## src/rtl/dst_pkg.sv

```systemverilog
package dst_pkg;
  typedef enum logic [1:0] {
    ST_IDLE,
    ST_SCAN,
    ST_DIV
  } dst_state_t;
endpackage

```

## src/rtl/dst_seg_bitmap.sv

```systemverilog
module dst_seg_bitmap #(
  parameter int AW   = 32,
  parameter int NSEG = 64,
  parameter int LOGW = 6
) (
  input  logic            clk,
  input  logic            rst,
  input  logic            wr_valid,
  input  logic [AW-1:0]   wr_addr,
  input  logic [AW-1:0]   win_base,
  input  logic [LOGW-1:0] win_log2,
  input  logic            capture,
  output logic [NSEG-1:0] snap
);
  localparam int SW = $clog2(NSEG);

  logic [NSEG-1:0] bits;
  logic [AW-1:0]   off;
  logic [AW-1:0]   idx_full;
  logic [LOGW-1:0] seg_sh;
  logic            in_win;
  logic [NSEG-1:0] hit_vec;

  assign off      = wr_addr - win_base;
  assign seg_sh   = win_log2 - LOGW'(SW);
  assign in_win   = ((off >> win_log2) == '0);
  assign idx_full = off >> seg_sh;
  assign hit_vec  = (wr_valid && in_win) ? (NSEG'(1) << idx_full[SW-1:0]) : '0;

  always_ff @(posedge clk) begin
    if (rst) begin
      bits <= '0;
      snap <= '0;
    end else begin
      bits <= (capture ? '0 : bits) | hit_vec;
      if (capture) snap <= bits;
    end
  end

  p_clear_keep_r7: assert property (@(posedge clk) disable iff (rst)
    capture |=> ($countones(bits) <= 1));
endmodule

```

## src/rtl/dst_bit_scan.sv

```systemverilog
module dst_bit_scan #(
  parameter int NSEG = 64,
  parameter int SW   = 6
) (
  input  logic [NSEG-1:0] vec,
  output logic [SW-1:0]   lo_idx,
  output logic [SW:0]     hi_cnt,
  output logic            any
);
  always_comb begin
    lo_idx = '0;
    for (int i = NSEG - 1; i >= 0; i--) begin
      if (vec[i]) lo_idx = SW'(i);
    end
  end

  always_comb begin
    hi_cnt = '0;
    for (int i = 0; i < NSEG; i++) begin
      if (vec[i]) hi_cnt = (SW+1)'(i + 1);
    end
  end

  assign any = |vec;
endmodule

```

## src/rtl/dst_seq_div.sv

```systemverilog
module dst_seq_div #(
  parameter int NW = 32,
  parameter int DW = 16
) (
  input  logic          clk,
  input  logic          rst,
  input  logic          start,
  input  logic [NW-1:0] dividend,
  input  logic [DW-1:0] divisor,
  output logic [NW-1:0] quo,
  output logic          done
);
  localparam int CW = $clog2(NW + 1);

  logic [DW:0]   rem;
  logic [DW:0]   rem_sh;
  logic [DW:0]   rem_nx;
  logic          ge;
  logic [CW-1:0] cnt;
  logic          run;

  assign rem_sh = {rem[DW-1:0], quo[NW-1]};
  assign ge     = (rem_sh >= {1'b0, divisor});
  assign rem_nx = ge ? (rem_sh - {1'b0, divisor}) : rem_sh;

  always_ff @(posedge clk) begin
    if (rst) begin
      quo  <= '0;
      rem  <= '0;
      cnt  <= '0;
      run  <= 1'b0;
      done <= 1'b0;
    end else if (start) begin
      quo  <= dividend;
      rem  <= '0;
      cnt  <= CW'(NW);
      run  <= 1'b1;
      done <= 1'b0;
    end else if (run) begin
      quo <= {quo[NW-2:0], ge};
      rem <= rem_nx;
      cnt <= cnt - 1'b1;
      if (cnt == CW'(1)) begin
        run  <= 1'b0;
        done <= 1'b1;
      end
    end
  end

  p_rem_below_divisor_r3: assert property (@(posedge clk) disable iff (rst)
    done |-> (rem < {1'b0, divisor}));
endmodule

```

## src/rtl/dirty_seg_tracker.sv

```systemverilog
module dirty_seg_tracker #(
  parameter int AW   = 32,
  parameter int LW   = 16,
  parameter int NSEG = 64,
  parameter int LOGW = $clog2(AW + 1)
) (
  input  logic            clk,
  input  logic            rst,
  input  logic            wr_valid,
  input  logic [AW-1:0]   wr_addr,
  input  logic [AW-1:0]   win_base,
  input  logic [LOGW-1:0] win_log2,
  input  logic [LW-1:0]   line_bytes,
  input  logic [LW-1:0]   vres,
  input  logic            refresh_req,
  output logic            busy,
  output logic            upd_valid,
  output logic            upd_err,
  output logic [AW-1:0]   upd_start_addr,
  output logic [LW-1:0]   upd_start_line,
  output logic [LW-1:0]   upd_height
);
  import dst_pkg::*;
  localparam int SW = $clog2(NSEG);

  dst_state_t      state;
  logic            capture;
  logic [NSEG-1:0] snap;
  logic [SW-1:0]   lo_idx;
  logic [SW:0]     hi_cnt;
  logic            any;
  logic [LOGW-1:0] seg_shift;
  logic [AW-1:0]   start_off;
  logic [AW-1:0]   end_off;
  logic            div_start;
  logic [AW-1:0]   q_start;
  logic [AW-1:0]   q_end;
  logic            done_s;
  logic            done_e;
  logic [AW:0]     el_raw;
  logic [AW:0]     el_clamp;
  logic [AW:0]     vres_x;
  logic [AW:0]     sl_x;
  logic [AW:0]     ht;
  logic [AW-1:0]   addr_c;

  assign capture   = refresh_req && (state == ST_IDLE);
  assign busy      = (state != ST_IDLE);
  assign div_start = (state == ST_SCAN) && any;

  dst_seg_bitmap #(.AW(AW), .NSEG(NSEG), .LOGW(LOGW)) u_bitmap (
    .clk(clk), .rst(rst), .wr_valid(wr_valid), .wr_addr(wr_addr),
    .win_base(win_base), .win_log2(win_log2), .capture(capture), .snap(snap)
  );

  dst_bit_scan #(.NSEG(NSEG), .SW(SW)) u_scan (
    .vec(snap), .lo_idx(lo_idx), .hi_cnt(hi_cnt), .any(any)
  );

  assign seg_shift = win_log2 - LOGW'(SW);
  assign start_off = AW'(lo_idx) << seg_shift;
  assign end_off   = AW'(hi_cnt) << seg_shift;

  dst_seq_div #(.NW(AW), .DW(LW)) u_div_start (
    .clk(clk), .rst(rst), .start(div_start), .dividend(start_off),
    .divisor(line_bytes), .quo(q_start), .done(done_s)
  );

  dst_seq_div #(.NW(AW), .DW(LW)) u_div_end (
    .clk(clk), .rst(rst), .start(div_start), .dividend(end_off),
    .divisor(line_bytes), .quo(q_end), .done(done_e)
  );

  always_comb begin
    el_raw   = {1'b0, q_end} + (AW+1)'(1);
    vres_x   = (AW+1)'(vres);
    el_clamp = (el_raw > vres_x) ? vres_x : el_raw;
    sl_x     = {1'b0, q_start};
    ht       = (el_clamp > sl_x) ? (el_clamp - sl_x) : '0;
    addr_c   = q_start * AW'(line_bytes) + win_base;
  end

  always_ff @(posedge clk) begin
    if (rst) begin
      state          <= ST_IDLE;
      upd_valid      <= 1'b0;
      upd_err        <= 1'b0;
      upd_start_addr <= '0;
      upd_start_line <= '0;
      upd_height     <= '0;
    end else begin
      upd_valid <= 1'b0;
      upd_err   <= 1'b0;
      case (state)
        ST_IDLE: if (capture) state <= ST_SCAN;
        ST_SCAN: begin
          if (any) state <= ST_DIV;
          else begin
            state   <= ST_IDLE;
            upd_err <= 1'b1;
          end
        end
        ST_DIV: if (done_s && done_e) begin
          state          <= ST_IDLE;
          upd_valid      <= 1'b1;
          upd_start_addr <= addr_c;
          upd_start_line <= LW'(q_start);
          upd_height     <= LW'(ht);
        end
        default: state <= ST_IDLE;
      endcase
    end
  end

  p_one_outcome_r9: assert property (@(posedge clk) disable iff (rst)
    !(upd_valid && upd_err));
  p_accept_busy_r8: assert property (@(posedge clk) disable iff (rst)
    (refresh_req && !busy) |=> busy);
  p_strobe_after_busy_r8: assert property (@(posedge clk) disable iff (rst)
    (upd_valid || upd_err) |-> $past(busy));
  p_height_fits_r4: assert property (@(posedge clk) disable iff (rst)
    (upd_valid && upd_height != '0) |->
      (({1'b0, upd_start_line} + {1'b0, upd_height}) <= {1'b0, vres}));
endmodule

```

## config.mk

```make
export PLATFORM = sky130hd
export DESIGN_NAME = dirty_seg_tracker
export DESIGN_NICKNAME = d
export VERILOG_FILES = /design/src/rtl/dst_pkg.sv /design/src/rtl/dst_seg_bitmap.sv /design/src/rtl/dst_bit_scan.sv /design/src/rtl/dst_seq_div.sv /design/src/rtl/dirty_seg_tracker.sv
export SDC_FILE = /design/constraint.sdc
export NUM_CORES = 2
export LEC_CHECK = 0
export BUFFER_PORTS_ARGS = -buffer_cell sky130_fd_sc_hd__buf_4
export CAP_MARGIN = 25
export CORE_UTILIZATION = 35
export CTS_BUF_LIST = sky130_fd_sc_hd__clkbuf_4 sky130_fd_sc_hd__clkbuf_8
export CTS_CLUSTER_DIAMETER = 200
export CTS_CLUSTER_SIZE = 28
export DETAILED_ROUTE_END_ITERATION = 10
export GPL_TIMING_DRIVEN = 0
export PLACE_DENSITY = 0.6
export SYNTH_ARGS = -nofsm -noshare
export SYNTH_HDL_FRONTEND = slang
export SYNTH_SLANG_ARGS = --single-unit
```

## constraint.sdc

```tcl
create_clock -name clk -period 8.7 [get_ports clk]
set_clock_uncertainty 0.2 [all_clocks]
set_input_delay 0.87 -clock clk [delete_from_list [all_inputs] [get_ports clk]]
set_output_delay 0.87 -clock clk [all_outputs]
set_load 0.02 [all_outputs]
```

==> flow_summary.yaml <==
synth:
  synth_xor_area_share_pct: 3.34
  postSynthRegisterBits: 308
  synthesis.area_um2: 33200
  synthSimpleGateAreaFrac_pct: 19.8
  synth_top_family_by_area: "adder cells"
  synthAdderAreaFrac_pct: 27.4
  synth_cell_type_count: 101
  synth_area_per_cell_um2: 7.81
  synth_edf_count: 0
  yosys_warnings: 0
  synth_cells: 4256
  ys.flop_type: "dfxtp_1"
  synthMuxAreaShare_pct: 2.13
  synthArstFlopShare_pct: 0
  ys_seq_area_share_pct: 18.6
  synth_compound_area_share_pct: 19.9
route:
  wirelength_um: 124000
  remaining_drc_errors: 0
  viasPerCell: 5.50
  vias: 31400
  routedWlPerCell_um: 21.6
  top_layer: "met5"
  routed-wl-met3_um: 9870
  drtIter0Drc: 3147
  wl_met1_um: 51800
  first_pass_iters: 6
  ant_nets: 0
  met2_length_um: 56200
final_layout:
  num-nets-final: 5084
  drive_above_1_share_pct: 6.62
  mostFrequentLayoutCell: "nand2_1"
  syn_to_final_growth_pct: 9.57
  mostFrequentLayoutCells: "nand2_1, inv_1, nor2_1, fa_1, a21oi_1"
  instances_no_fill: 5712
  design_area_um2: 36400
  nFillCells: 9903
cts:
  worstSkewPairLatency_ns: 0.67
  clk_pin_slew_ns: 0.20
  htreeDepth: 1
  clock-root-buffer: "clkbuf_8"
  clkSinkCount: 308
  max-clock-path-buffers: 3
  cts_buffers: 15
  cts_tree: "built"
  hold_buffers: 0
pwr:
  max-vdd-ir-drop_mv: 0.0899
  p_int_mw: 2.18
  power_density_nw_per_um2: 102
  power_frac_comb_pct: 42.6
  clkPwrFrac_pct: 18.7
  p_sw_mw: 1.54
  sw_frac_of_total_pct: 41.5
  seq_power_share_pct: 38.7
  power_leakage_nw: 14.4
setup_path:
  cpPeakStageDelay_ns: 0.74
  cp.required_ns: 9.11
  worstSetupPathType: "flop to flop"
  cpMostUsedCell: "fa_1"
  crit_path_end_kind: "flop"
  crit_fanout: 10
  cp-start-kind: "flop"
  critical_path_arrival_ns: 8.93
  crit_slowest_cell: "clkbuf_1"
die:
  row_count: 112
  initial_utilization_pct: 35.5
  pin_count: 173
  die_h_um: 310
  die_w_um: 310
  core_um2: 93700
  dieArea_um2: 96200
timing:
  fmax_mhz: 117
  period_minus_slack_ns: 8.52
  finalCritPeriodShare_pct: 97.9
  worst_slew_pin_slew_ns: 1.08
  maxSlewViolCount: 0
  slew_headroom_pct: 27.0
  setup_viol: 0
  final.setup.tns_ns: 0
  rsz0062_at_grt: "no"
  finalHoldViolations: 0
placement:
  dp_hpwl_um: 101000
  placedInstanceArea_um2: 36100
  placedCellCount: 5690
  place_congestion: 0.998
  io_buffers: 164
global_routing:
  grt_max_degree: 29
  grt_usage_pct: 25.3
  grt_overflow_total: 0
  grt_pass1_vias: 30400
  grt_pass1_wl_um: 185000
  antenna_found_initial: 3
min_path:
  hp-class: "flop to flop"
status:
  status: "finished clean"
flow_run:
  maxCapViolations: 0
Yosys cell counts, drive strengths merged (33+ instances only):
library cell | count | area (um^2)
nand2 | 671 | 2520
inv | 517 | 1940
nor2 | 368 | 1390
fa | 338 | 6770
a21oi | 321 | 1640
dfxtp | 308 | 6170
clkbuf | 209 | 785
ha | 186 | 2330
o21ai | 178 | 895
nor3 | 108 | 546
xnor2 | 96 | 848
nand3 | 57 | 285
a32o | 54 | 541
a211oi | 51 | 408
nor2b | 42 | 265
o31ai | 38 | 290
mux2i | 37 | 370
nand2b | 36 | 225
and2 | 35 | 221
nand4 | 35 | 219
buf | 34 | 206
a21o | 33 | 248
o211ai | 33 | 263
path summary, 6_finish.rpt:
check                           from            endpoint  slack (ns)  cells after the start
setup / recovery  u_div_start.quo[7]  upd_start_addr[30]        0.18                     25
hold / removal      u_bitmap.bits[2]    u_bitmap.snap[2]        0.23                      2
setup reg to reg  u_div_start.quo[7]  upd_start_addr[30]        0.18                     25
hold reg to reg     u_bitmap.bits[2]    u_bitmap.snap[2]        0.23                      2
timing repair:
item / 4_1_cts / 5_1_grt
setup endpoints to repair: 1 / 19
gates resized for setup: 1 / 18
hold endpoints to repair: 0 / 0
buffers inserted: 0 / 3
through the flow:
stage	power, mW	hold slack (ns)	setup WS (ns)	util, %
4_1_cts	3.72	0.230	0.0633	38.8
5_1_grt	3.93	0.282	0.00445	38.8
3_3_place_gp	3.02	0.239	-0.809	38.5
3_5_place_dp	3.02	0.241	-0.811	38.5
6_report	3.72	0.229	0.179	38.8
2_1_floorplan	2.56	0.225	0.982	-
sequential cells by signal, indices dropped and copies added (netlist names), 2 cells and up:
| signal | count |
|---|---|
| u_bitmap.snap | 64 |
| u_div_end.cnt | 6 |
| upd_start_line | 16 |
| u_div_start.cnt | 6 |
| u_div_end.rem | 16 |
| upd_start_addr | 32 |
| state | 2 |
| u_bitmap.bits | 64 |
| u_div_start.quo | 32 |
| u_div_end.quo | 32 |
| u_div_start.rem | 16 |
| upd_height | 16 |
power groups by stage:
| stage | Combinational, mW | Sequential (mW) | Clock, mW |
|---|---|---|---|
| after floorplan | 1.10 | 1.46 | 0 |
| after global placement | 1.55 | 1.47 | 0 |
| after detailed placement | 1.55 | 1.47 | 0 |
| after CTS | 1.56 | 1.44 | 0.720 |
| after global routing | 1.74 | 1.44 | 0.754 |
| final | 1.58 | 1.44 | 0.696 |
area by class of cell:
type | count | area, um^2 | area share [%]
multi-input combinational | 3198 | 24200 | 66.5
sequential | 308 | 6170 | 16.9
inverter | 522 | 1960 | 5.39
tap | 1254 | 1570 | 4.31
timing repair buffer | 168 | 1270 | 3.48
buffer | 241 | 992 | 2.72
clock buffer | 16 | 214 | 0.587
clock inverter | 4 | 41.3 | 0.113
antenna | 1 | 2.50 | 0.00687
critical path: cells and delay by family (launching register included):
family | cells | cell delay [ns]
xor+xnor | 1 | 0.41
compound gates | 8 | 2.09
buf+inv | 4 | 0.89
fa+ha+maj | 7 | 3.20
simple gates | 5 | 1.13
flops | 1 | 0.57
layer usage:
| layer | GRT usage [%] | up-vias |
|---|---|---|
| met2 | 41.4 | 1257 |
| met1 | 33.0 | 15200 |
| met5 | 0 | - |
| li1 | - | 14700 |
| met4 | 10.6 | 2 |
| met3 | 4.09 | 257 |
logic make-up after synthesis:
logic type | after synthesis
xor gates and xnor gates | 126
muxes | 62
buffers and inverters | 765
AOI/OAI and AO/OA | 985
other | 1
DFF | 308
and+or+nand+nor | 1485
adders and majority gates | 524
(Power assumes the default switching activity.)
